File: config.mk
export PLATFORM = sky130hd
export DESIGN_NAME = tape_rdr_if
export DESIGN_NICKNAME = d
export VERILOG_FILES = /design/src/rtl/tape_rdr_pkg.sv /design/src/rtl/tape_rdr_ctrl.sv /design/src/rtl/tape_rdr_shreg.sv /design/src/rtl/tape_rdr_if.sv
export SDC_FILE = /design/constraint.sdc
export NUM_CORES = 1
export LEC_CHECK = 0
export ABC_AREA = 0
export BUFFER_PORTS_ARGS = -buffer_cell sky130_fd_sc_hd__buf_2
export CAP_MARGIN = 0
export CORE_MARGIN = 1
export CORE_UTILIZATION = 55
export CTS_BUF_LIST = sky130_fd_sc_hd__clkbuf_8
export DETAILED_ROUTE_END_ITERATION = 7
export MAX_ROUTING_LAYER = met4
export PLACE_DENSITY_LB_ADDON = 0.05
export SLEW_MARGIN = 15
export SYNTH_ARGS = -nofsm -noshare
export SYNTH_HDL_FRONTEND = slang
export SYNTH_HIERARCHICAL = 1
export SYNTH_SLANG_ARGS = --single-unit
File: constraint.sdc
create_clock -name clk_i -period 4.6 [get_ports clk_i]
set_input_delay 0.92 -clock clk_i [delete_from_list [all_inputs] [get_ports clk_i]]
set_output_delay 0.92 -clock clk_i [all_outputs]
set_load 0.02 [all_outputs]
File: src/rtl/tape_rdr_pkg.sv
package tape_rdr_pkg;
  localparam int unsigned WORD_W   = 36;
  localparam int unsigned LINE_W   = 8;
  localparam int unsigned BIN_BITS = 6;
  localparam int unsigned FN_W     = 6;
  localparam logic [FN_W-1:0] FN_CHAR = FN_W'(1);
  localparam logic [FN_W-1:0] FN_BIN  = FN_W'(2);
endpackage

File: src/rtl/tape_rdr_ctrl.sv
module tape_rdr_ctrl #(
  parameter int unsigned FN_W  = 6,
  parameter int unsigned LINES = 6,
  parameter logic [FN_W-1:0] FN_CHAR = FN_W'(1),
  parameter logic [FN_W-1:0] FN_BIN  = FN_W'(2)
) (
  input  logic            clk_i,
  input  logic            rst_ni,
  input  logic            req_i,
  input  logic [FN_W-1:0] fn_i,
  input  logic            halt_i,
  input  logic            stb_i,
  input  logic            hole8_i,
  output logic            start_o,
  output logic            load_char_o,
  output logic            shift_o,
  output logic            bin_o,
  output logic            busy_o,
  output logic            wait_o,
  output logic            done_o,
  output logic            err_o
);
  localparam int unsigned CNT_W = (LINES > 1) ? $clog2(LINES) : 1;

  logic             busy_q, bin_q, halt_q, done_q, err_q;
  logic [CNT_W-1:0] cnt_q;
  logic             fn_ok, cap, last;

  assign fn_ok       = (fn_i == FN_CHAR) || (fn_i == FN_BIN);
  assign start_o     = !busy_q && req_i && fn_ok;
  assign cap         = busy_q && stb_i && (!bin_q || hole8_i);
  assign load_char_o = cap && !bin_q;
  assign shift_o     = cap && bin_q;
  assign last        = load_char_o || (shift_o && cnt_q == CNT_W'(LINES - 1));

  always_ff @(posedge clk_i or negedge rst_ni) begin
    if (!rst_ni) begin
      busy_q <= 1'b0;
      bin_q  <= 1'b0;
      halt_q <= 1'b0;
      done_q <= 1'b0;
      err_q  <= 1'b0;
      cnt_q  <= '0;
    end else begin
      done_q <= last;
      if (start_o) begin
        busy_q <= 1'b1;
        bin_q  <= (fn_i == FN_BIN);
        halt_q <= halt_i;
        err_q  <= 1'b0;
        cnt_q  <= '0;
      end else begin
        if (busy_q && req_i) err_q <= 1'b1;
        if (last) begin
          busy_q <= 1'b0;
          halt_q <= 1'b0;
          cnt_q  <= '0;
        end else if (shift_o) begin
          cnt_q <= cnt_q + 1'b1;
        end
      end
    end
  end

  assign bin_o  = bin_q;
  assign busy_o = busy_q;
  assign wait_o = busy_q && halt_q;
  assign done_o = done_q;
  assign err_o  = err_q;

  p_cnt_bound_r5: assert property (@(posedge clk_i) disable iff (!rst_ni)
    cnt_q < CNT_W'(LINES));
  p_done_pulse_r7: assert property (@(posedge clk_i) disable iff (!rst_ni)
    done_o |=> !done_o);
  p_err_overlap_r9: assert property (@(posedge clk_i) disable iff (!rst_ni)
    (busy_o && req_i) |=> err_o);
  p_wait_in_busy_r10: assert property (@(posedge clk_i) disable iff (!rst_ni)
    wait_o |-> busy_o);
endmodule

File: src/rtl/tape_rdr_shreg.sv
module tape_rdr_shreg #(
  parameter int unsigned WORD_W   = 36,
  parameter int unsigned LINE_W   = 8,
  parameter int unsigned BIN_BITS = 6
) (
  input  logic              clk_i,
  input  logic              rst_ni,
  input  logic              clear_i,
  input  logic              load_char_i,
  input  logic              shift_i,
  input  logic [LINE_W-1:0] line_i,
  output logic [WORD_W-1:0] word_o,
  output logic              parity_ok_o
);
  logic [WORD_W-1:0] word_q;
  logic              par_q;

  always_ff @(posedge clk_i or negedge rst_ni) begin
    if (!rst_ni) begin
      word_q <= '0;
      par_q  <= 1'b0;
    end else if (clear_i) begin
      word_q <= '0;
      par_q  <= 1'b0;
    end else if (load_char_i) begin
      word_q <= WORD_W'(line_i);
      par_q  <= ^line_i;
    end else if (shift_i) begin
      word_q <= {word_q[WORD_W-BIN_BITS-1:0], line_i[BIN_BITS-1:0]};
    end
  end

  assign word_o      = word_q;
  assign parity_ok_o = par_q;

  p_hold_idle_r8: assert property (@(posedge clk_i) disable iff (!rst_ni)
    !(clear_i || load_char_i || shift_i) |=> $stable(word_o));
endmodule

File: src/rtl/tape_rdr_if.sv
module tape_rdr_if
  import tape_rdr_pkg::*;
(
  input  logic              clk_i,
  input  logic              rst_ni,
  input  logic              xfer_req_i,
  input  logic [FN_W-1:0]   xfer_fn_i,
  input  logic              xfer_halt_i,
  input  logic              line_stb_i,
  input  logic [LINE_W-1:0] line_i,
  output logic [WORD_W-1:0] io_reg_o,
  output logic              done_o,
  output logic              busy_o,
  output logic              wait_o,
  output logic              parity_ok_o,
  output logic              err_o
);
  localparam int unsigned LINES = WORD_W / BIN_BITS;

  logic start, load_char, shift, bin_mode;

  tape_rdr_ctrl #(
    .FN_W(FN_W), .LINES(LINES), .FN_CHAR(FN_CHAR), .FN_BIN(FN_BIN)
  ) u_ctrl (
    .clk_i, .rst_ni,
    .req_i(xfer_req_i), .fn_i(xfer_fn_i), .halt_i(xfer_halt_i),
    .stb_i(line_stb_i), .hole8_i(line_i[LINE_W-1]),
    .start_o(start), .load_char_o(load_char), .shift_o(shift),
    .bin_o(bin_mode), .busy_o, .wait_o, .done_o, .err_o
  );

  tape_rdr_shreg #(
    .WORD_W(WORD_W), .LINE_W(LINE_W), .BIN_BITS(BIN_BITS)
  ) u_shreg (
    .clk_i, .rst_ni,
    .clear_i(start), .load_char_i(load_char), .shift_i(shift),
    .line_i, .word_o(io_reg_o), .parity_ok_o
  );

  p_char_upper_clr_r3: assert property (@(posedge clk_i) disable iff (!rst_ni)
    (done_o && !bin_mode) |-> (io_reg_o[WORD_W-1:LINE_W] == '0));
  p_bin_no_parity_r4: assert property (@(posedge clk_i) disable iff (!rst_ni)
    (done_o && bin_mode) |-> !parity_ok_o);
  p_idle_stable_r8: assert property (@(posedge clk_i) disable iff (!rst_ni)
    (!busy_o && !xfer_req_i) |=> $stable(io_reg_o));
  p_done_ends_busy_r7: assert property (@(posedge clk_i) disable iff (!rst_ni)
    done_o |-> !busy_o);
endmodule

==> results of run 1 <==
-- worst max-delay path, delay by kind of cell --
kind / cells / cell delay, ns
buffers and inverters: 2 / 0.34
and+or+nand+nor: 4 / 1.60
-- power groups by stage --
stage / sequential [W] / combinational, W / clock, W
CTS: 0.000491 / 0.000260 / 0.000296
detailed placement: 0.000499 / 0.000257 / 0
finish: 0.000491 / 0.000258 / 0.000289
global placement: 0.000496 / 0.000251 / 0
global route: 0.000500 / 0.000282 / 0.000310
floorplan: 0.000548 / 0.000125 / 0
-- final cells by class --
| class | instances | area, µm² | area share |
|---|---|---|---|
| Sequential cell | 45 | 1130 | 0.460 |
| Tap cell | 46 | 57.6 | 0.0235 |
| Clock buffer | 5 | 68.8 | 0.0281 |
| Clock inverter | 3 | 42.5 | 0.0174 |
| Timing Repair Buffer | 61 | 310 | 0.127 |
| Multi-Input combinational cell | 119 | 816 | 0.333 |
| Inverter | 7 | 26.3 | 0.0107 |
-- placed cells by master (no fill, tap or decap), drive strengths merged --
| master | netlist | final |
|---|---|---|
| a211oi | 2 | 2 |
| a21oi | 10 | 10 |
| and2 | 1 | 1 |
| buf | 8 | 61 |
| bufinv | 0 | 1 |
| clkbuf | 1 | 5 |
| clkinv | 0 | 2 |
| dfrtp | 45 | 45 |
| ha | 2 | 2 |
| inv | 7 | 7 |
| mux2i | 32 | 32 |
| nand2 | 7 | 7 |
| nand3 | 1 | 1 |
| nand3b | 1 | 1 |
| nand4 | 1 | 1 |
| nor2 | 35 | 35 |
| nor3 | 1 | 1 |
| nor3b | 1 | 1 |
| nor4 | 2 | 2 |
| o211ai | 1 | 1 |
| o21ai | 7 | 7 |
| o21bai | 1 | 1 |
| o22a | 1 | 1 |
| o41a | 1 | 1 |
| or2 | 1 | 1 |
| or3 | 1 | 1 |
| or4b | 1 | 1 |
| xnor2 | 8 | 8 |
| xor2 | 1 | 1 |
-- kinds of logic after synthesis --
| family | after synthesis | synth area share |
|---|---|---|
| flops | 45 | 0.554 |
| xor+xnor | 9 | 0.0388 |
| buf+inv | 16 | 0.0449 |
| compound gates | 23 | 0.0695 |
| fa+ha+maj | 2 | 0.0123 |
| simple gates | 53 | 0.123 |
| mux | 32 | 0.158 |
-- flip-flops by register name, indices dropped and copies added, names as in the netlist --
register             cells
u_ctrl/done_o            1
u_shreg/word_o          36
u_ctrl/busy_o            1
u_ctrl/halt_q            1
u_shreg/parity_ok_o      1
u_ctrl/cnt_q             3
u_ctrl/err_o             1
u_ctrl/bin_o             1
-- layer usage --
layer	vias to the layer above	track usage	wire length (µm)
met4	0	0.0698	55
li1	724	-	-
met1	740	0.278	1730
met3	6	0.0401	138
met2	37	0.348	1890
met5	-	-	0
-- per-stage QoR --
step / utilization / instances / instance area (µm²)
finish: 0.711 / 286 / 2450
CTS: 0.711 / 286 / 2450
global route: 0.711 / 286 / 2450
detailed placement: 0.679 / 278 / 2340
global placement: 0.679 / 278 / 2340
floorplan: - / 180 / 2030
-- path summary, 6_finish.rpt --
path | slack (ns) | cells after the start | from | to
max | 1.88 | 6 | xfer_fn_i[3] | u_shreg/word_o[18]$_DFFE_PN0P_
max reg2reg | 2.08 | 5 | u_ctrl/busy_o$_DFFE_PN0P_ | u_shreg/word_o[18]$_DFFE_PN0P_
min reg2reg | 0.51 | 2 | u_ctrl/err_o$_DFFE_PN0P_ | u_ctrl/err_o$_DFFE_PN0P_
min | 0.51 | 2 | u_ctrl/err_o$_DFFE_PN0P_ | u_ctrl/err_o$_DFFE_PN0P_
max in group asynchronous | 3.23 | 1 | rst_ni | u_shreg/word_o[35]$_DFFE_PN0P_
min in group asynchronous | 0.78 | 1 | rst_ni | u_shreg/word_o[26]$_DFFE_PN0P_
==> summary.md, run 1 <==
| Metric | Value |
|---|---|
| Worst Clk Skew | `approximately 0.0038 ns` |
| RSZ-0062 raised after global routing | `false` |
| Max cap viols | `0` |
| Routed Antenna Nets | `0` |
| Number of synthesized flops with an enable pin | `0` |
| Outcome | `completed` |
| Worst-path maximum fanout | `28` |
| Sink Count | `45` |
| Slew Viols, Final | `0` |
| WS Path Type | `input port to flip-flop` |
| DP Worst Slack | `between 1.5 and 2 ns` |
| Postcts setup bufs | `0` |
| Die area | `0.00394 mm²` |
| Clk slew on worst S/H paths | `about 0.080 ns` |
| Grt ovf | `0` |
| Core box area | `between 0.003 and 0.004 mm²` |
| Hold slack | `0.513 ns` |
| F_max | `367 MHz` |
| Worst Tran Pin Value | `0.963 ns` |
| Net Sw Power | `0.000343 W` |
| Yosys warnings | `6` |
| Cell variety after synth | `31` |
| Leak | `1.27 nW` |
| CTS Buf Count | `5` |
| First-pass GRT wire length | `6.54 mm` |
| Switching Share | `0.331` |
| Worst VDD drop | `approximately 0.00023 V` |
| Top-Level Pins | `60` |
| Setup TNS | `0 ns` |
| Worst Path Arrival | `between 2 and 3 ns` |
| Cell taking the most area after synthesis | `dfrtp_1` |
| Synthesized flop and latch total | `45` |
| Crit. End Element | `flip-flop` |
| Clk root buf | `clkbuf_8` |
| Post-DP HPWL | `between 2 and 3 mm` |
| # diodes | `0` |
| Drt initial violations | `86` |
| Area added between synthesis and finish | `20.4%` |
| Worst hold path class | `flip-flop to flip-flop` |
| Clock power share | `0.278` |
| Post-synth top cells | `45 x dfrtp_1, 35 x nor2_1, 32 x mux2i_1` |
| Row cnt | `21` |
| CTS max path bufs | `2` |
| Required time worst endpoint | `roughly 4.7 ns` |
| Post-synthesis cell count | `180` |
| Share of cells above drive strength 1 | `0.304` |
| Initial Utilization | `0.591` |
| H-tree Lvls | `2` |
| Int Pwr | `0.000694 W` |
| # fillers | `274` |
| Die width | `around 63 µm` |
| Register area share after synthesis | `0.554` |
| Post-CTS Hold Fix Bufs | `0` |
| Worst setup SP type | `input port` |
| Synthesized area | `0.00203 mm²` |
| DR WL/cell | `13.3 µm` |
| Synth area leaders | `dfrtp_1 55%, mux2i_1 16%, nor2_1 6.5%, xnor2_1 3.4%, a21oi_1 2.5%` |
| Final hold viol count | `0` |
| Avg Inst Size Synth | `11.3 µm²` |
| Max-slew headroom | `0.358` |
| Total GRT Usage | `0.217` |
| Routability Congestion | `~0.72` |
| DR vias/cell | `5.27` |
| Clk_lat worst skew | `0.29 ns` |
| Period utilization | `0.592` |
| PnR worst setup slack | `1.88 ns` |
| Post-synth top area share | `0.554` |
| Syn_nets | `201` |
| Largest net degree at the start of global routing | `46` |
| CTS tree | `built` |
| Die Y | `62.8 µm` |
| Most instantiated library cell after synthesis | `dfrtp_1` |
| Logic pwr share | `0.249` |
| Vias | `1507` |
| CP cell instances | `buf_2 -> or4b_4 -> nor4_4 -> buf_4 -> or2_1 -> nor2_1` |
| IO buf count | `59` |
| Total wire length | `3.82 mm` |
| Vias in the first global route | `roughly 1.5k` |
| Ys flop type | `dfrtp_1` |
| Remaining DRCs | `0` |
| Initial antenna violation count | `0` |
| Post-CTS Resized | `0` |
| Flop pwr share | `0.473` |
| Post-layout nets | `260` |
| Pwr per Cell Area | `424 mW/mm²` |
| Cell at the slowest stage of the critical path | `or2_1` |
| Final min period | `roughly 2.7 ns` |
| Async SR Flop Fraction | `1.00` |
| Tot Pwr | `0.00104 W` |
| Final setup viols | `0` |
| Crit-path max cell delay | `0.73 ns` |
| Drt first pass iters | `4` |
Power figures use the tool's default switching activity.
==> run 2, diff against run 1 <==
CORE_UTILIZATION = 53   (was 55)
clock period = 2.61 ns   (was 4.6 ns; I/O delays follow)
==> summary.md, run 2 (synthesis gave the netlist of run 1 again) <==
| Metric | Value |
|---|---|
| Routed Antenna Nets | `0 (unchanged)` |
| Row cnt | `22 (+4.8%)` |
| Post-DP HPWL | `2.66 mm (-1.1%)` |
| Flop pwr share | `0.476 (+0.003)` |
| Worst Clk Skew | `0.00748 ns (+0.00372 ns)` |
| Vias | `1498 (-0.60%)` |
| Post-CTS Resized | `0 (unchanged)` |
| Logic pwr share | `0.250 (about the same)` |
| Crit path max-delay family | `simple AND/OR/NAND/NOR gates` |
| Drt initial violations | `93 (+8.1%)` |
| Slew Viols, Final | `0 (unchanged)` |
| Drt first pass iters | `4 (unchanged)` |
| Critical Path Source | `u_ctrl/busy_o$_DFFE_PN0P_` |
| Reg2reg setup slack | `0.71 ns (-1.37 ns)` |
| Dpl cells | `281 (+1.1%)` |
| First-pass GRT wire length | `6.60 mm (+0.84%)` |
| R2R Path End | `u_shreg/word_o[28]$_DFFE_PN0P_` |
| Final min period | `1.90 ns` |
| Switching Share | `0.327 (-0.00430)` |
| Total GRT Usage | `0.216 (about the same)` |
| Worst-path maximum fanout | `28 (unchanged)` |
| Crit. End Element | `flip-flop` |
| DR WL/cell | `13.4 µm (+0.68%)` |
| Sink Count | `45 (unchanged)` |
| Worst hold path class | `input port to asynchronous set/reset pin` |
| Core Util, Final | `0.673 (-0.0384)` |
| Max cap viols | `0 (unchanged)` |
| Max FFs per register | `36 (unchanged)` |
| Initial antenna violation count | `0 (unchanged)` |
| F_max | `525 MHz` |
| Die area | `0.00409 mm² (+3.6%)` |
| Cell at the slowest stage of the critical path | `or4b_4` |
| Net Sw Power | `0.000594 W (+73%)` |
| Leak | `1.27 nW (+0.20%)` |
| Share of cells above drive strength 1 | `0.308 (+0.00417)` |
| WS Path Type | `flip-flop to flip-flop` |
| Setup TNS | `0 ns (unchanged)` |
| CTS Buf Count | `5 (unchanged)` |
| Worst setup SP type | `flip-flop` |
| Core box area | `0.00366 mm² (+6.4%)` |
| Worst Path Arrival | `2.08 ns (-0.78 ns)` |
| Fin cells | `288 (+0.70%)` |
| DP Worst Slack | `0.571 ns (-0.997 ns)` |
| Final setup viols | `0 (unchanged)` |
| Initial Utilization | `0.555 (-0.0353)` |
| Die Y | `63.9 µm (+1.8%)` |
| Total wire length | `3.87 mm (+1.4%)` |
| Depth of the worst register-to-register path | `5 (unchanged)` |
| Largest net degree at the start of global routing | `46 (unchanged)` |
| H-tree Lvls | `2 (unchanged)` |
| Grt ovf | `0 (unchanged)` |
| Int Pwr | `0.00122 W (+76%)` |
| Post-CTS Hold Fix Bufs | `0 (unchanged)` |
| Max-slew headroom | `0.359 (+0.00124)` |
| CTS max path bufs | `2 (unchanged)` |
| # diodes | `0 (unchanged)` |
| Worst r2r src | `u_ctrl/busy_o$_DFFE_PN0P_` |
| Outcome | `completed` |
| Clk_lat worst skew | `0.29 ns (about the same)` |
| Required time worst endpoint | `2.78 ns (-1.96 ns)` |
| Postcts setup bufs | `0 (unchanged)` |
| Die width | `63.9 µm (+1.8%)` |
| Period utilization | `0.729` |
| Worst VDD drop | `0.000457 V (+100%)` |
| RSZ-0062 raised after global routing | `false` |
| WP buf/inv | `1 (-1)` |
| DR vias/cell | `5.20 (-1.3%)` |
| Clk root buf | `clkbuf_8` |
| Routability Congestion | `0.799 (+11%)` |
| Area added between synthesis and finish | `21.1%` |
| Top-Level Pins | `60 (unchanged)` |
| Most common cell after layout, fill and taps aside | `buf_2` |
| Vias in the first global route | `1414 (-3.6%)` |
| Pwr per Cell Area | `738 mW/mm² (+74%)` |
| Crit-path max cell delay | `0.60 ns (-0.13 ns)` |
| Most frequent cells in the layout | `59 x buf_2, 45 x dfrtp_1, 35 x nor2_1, 32 x mux2i_1, 10 x a21oi_1` |
| Clock power share | `0.274 (-0.004)` |
| PnR worst setup slack | `0.707 ns (-1.17 ns)` |
| Remaining DRCs | `0 (unchanged)` |
| IO buf count | `59 (unchanged)` |
| Clk slew on worst S/H paths | `0.08 ns (about the same)` |
| CP cell instances | `or4b_4 -> nor4_4 -> or2_1 -> buf_4 -> nor2_1` |
| Worst Tran Pin Value | `0.961 ns (-0.00186 ns)` |
| Final hold viol count | `0 (unchanged)` |
| Post-layout nets | `261 (+0.38%)` |
| CTS tree | `built` |
[run 2: cell types whose count changed in the layout (fill, tap and decap cells not counted)]
| cell | change |
|---|---|
| buf_12 | +1 |
| clkinv_4 | -1 |
| inv_1 | -1 |
| clkinv_2 | +1 |
[run 2: how the worst max path moves through the flow]
stage	slack (ns)	to	cells past startpoint
floorplan	0.39	u_shreg/word_o[10]$_DFFE_PN0P_	7
global placement	0.62	u_shreg/word_o[13]$_DFFE_PN0P_	6
detailed placement	0.57	u_shreg/word_o[30]$_DFFE_PN0P_	6
CTS	0.69	u_shreg/word_o[32]$_DFFE_PN0P_	5
global route	0.60	u_shreg/word_o[13]$_DFFE_PN0P_	5
finish	0.71	u_shreg/word_o[28]$_DFFE_PN0P_	5
[run 2: metal layers]
metal  wire [µm]  vias up  track usage
li1            -      726            -
met5           0        -            -
met1        1750      723        0.273
met2        1920       45        0.343
met4          27        0       0.0710
met3         171        4       0.0536
[run 2: stage by stage]
step	total power, W	instance area (µm²)	hold WS [ns]
6_report	0.00182	2460	0.380
3_5_place_dp	0.00133	2360	0.490
5_1_grt	0.00191	2460	0.459
2_1_floorplan	0.00119	2030	0.226
3_3_place_gp	0.00132	2360	0.475
4_1_cts	0.00183	2460	0.404
[run 2: power by group through the flow]
stage | sequential [W] | combinational, W | clock (W)
6_report | 0.000865 | 0.000455 | 0.000498
3_3_place_gp | 0.000872 | 0.000448 | 0
2_1_floorplan | 0.000965 | 0.000220 | 0
5_1_grt | 0.000875 | 0.000501 | 0.000535
3_5_place_dp | 0.000879 | 0.000455 | 0
4_1_cts | 0.000866 | 0.000457 | 0.000509
[run 2: cell type report]
cell class / instances / area, µm²
Fill cell: 296 / 1200
Tap cell: 48 / 60.1
Multi-Input combinational cell: 119 / 816
Sequential cell: 45 / 1130
Timing Repair Buffer: 62 / 330
Inverter: 7 / 26.3
Clock inverter: 2 / 35.0
Clock buffer: 5 / 68.8
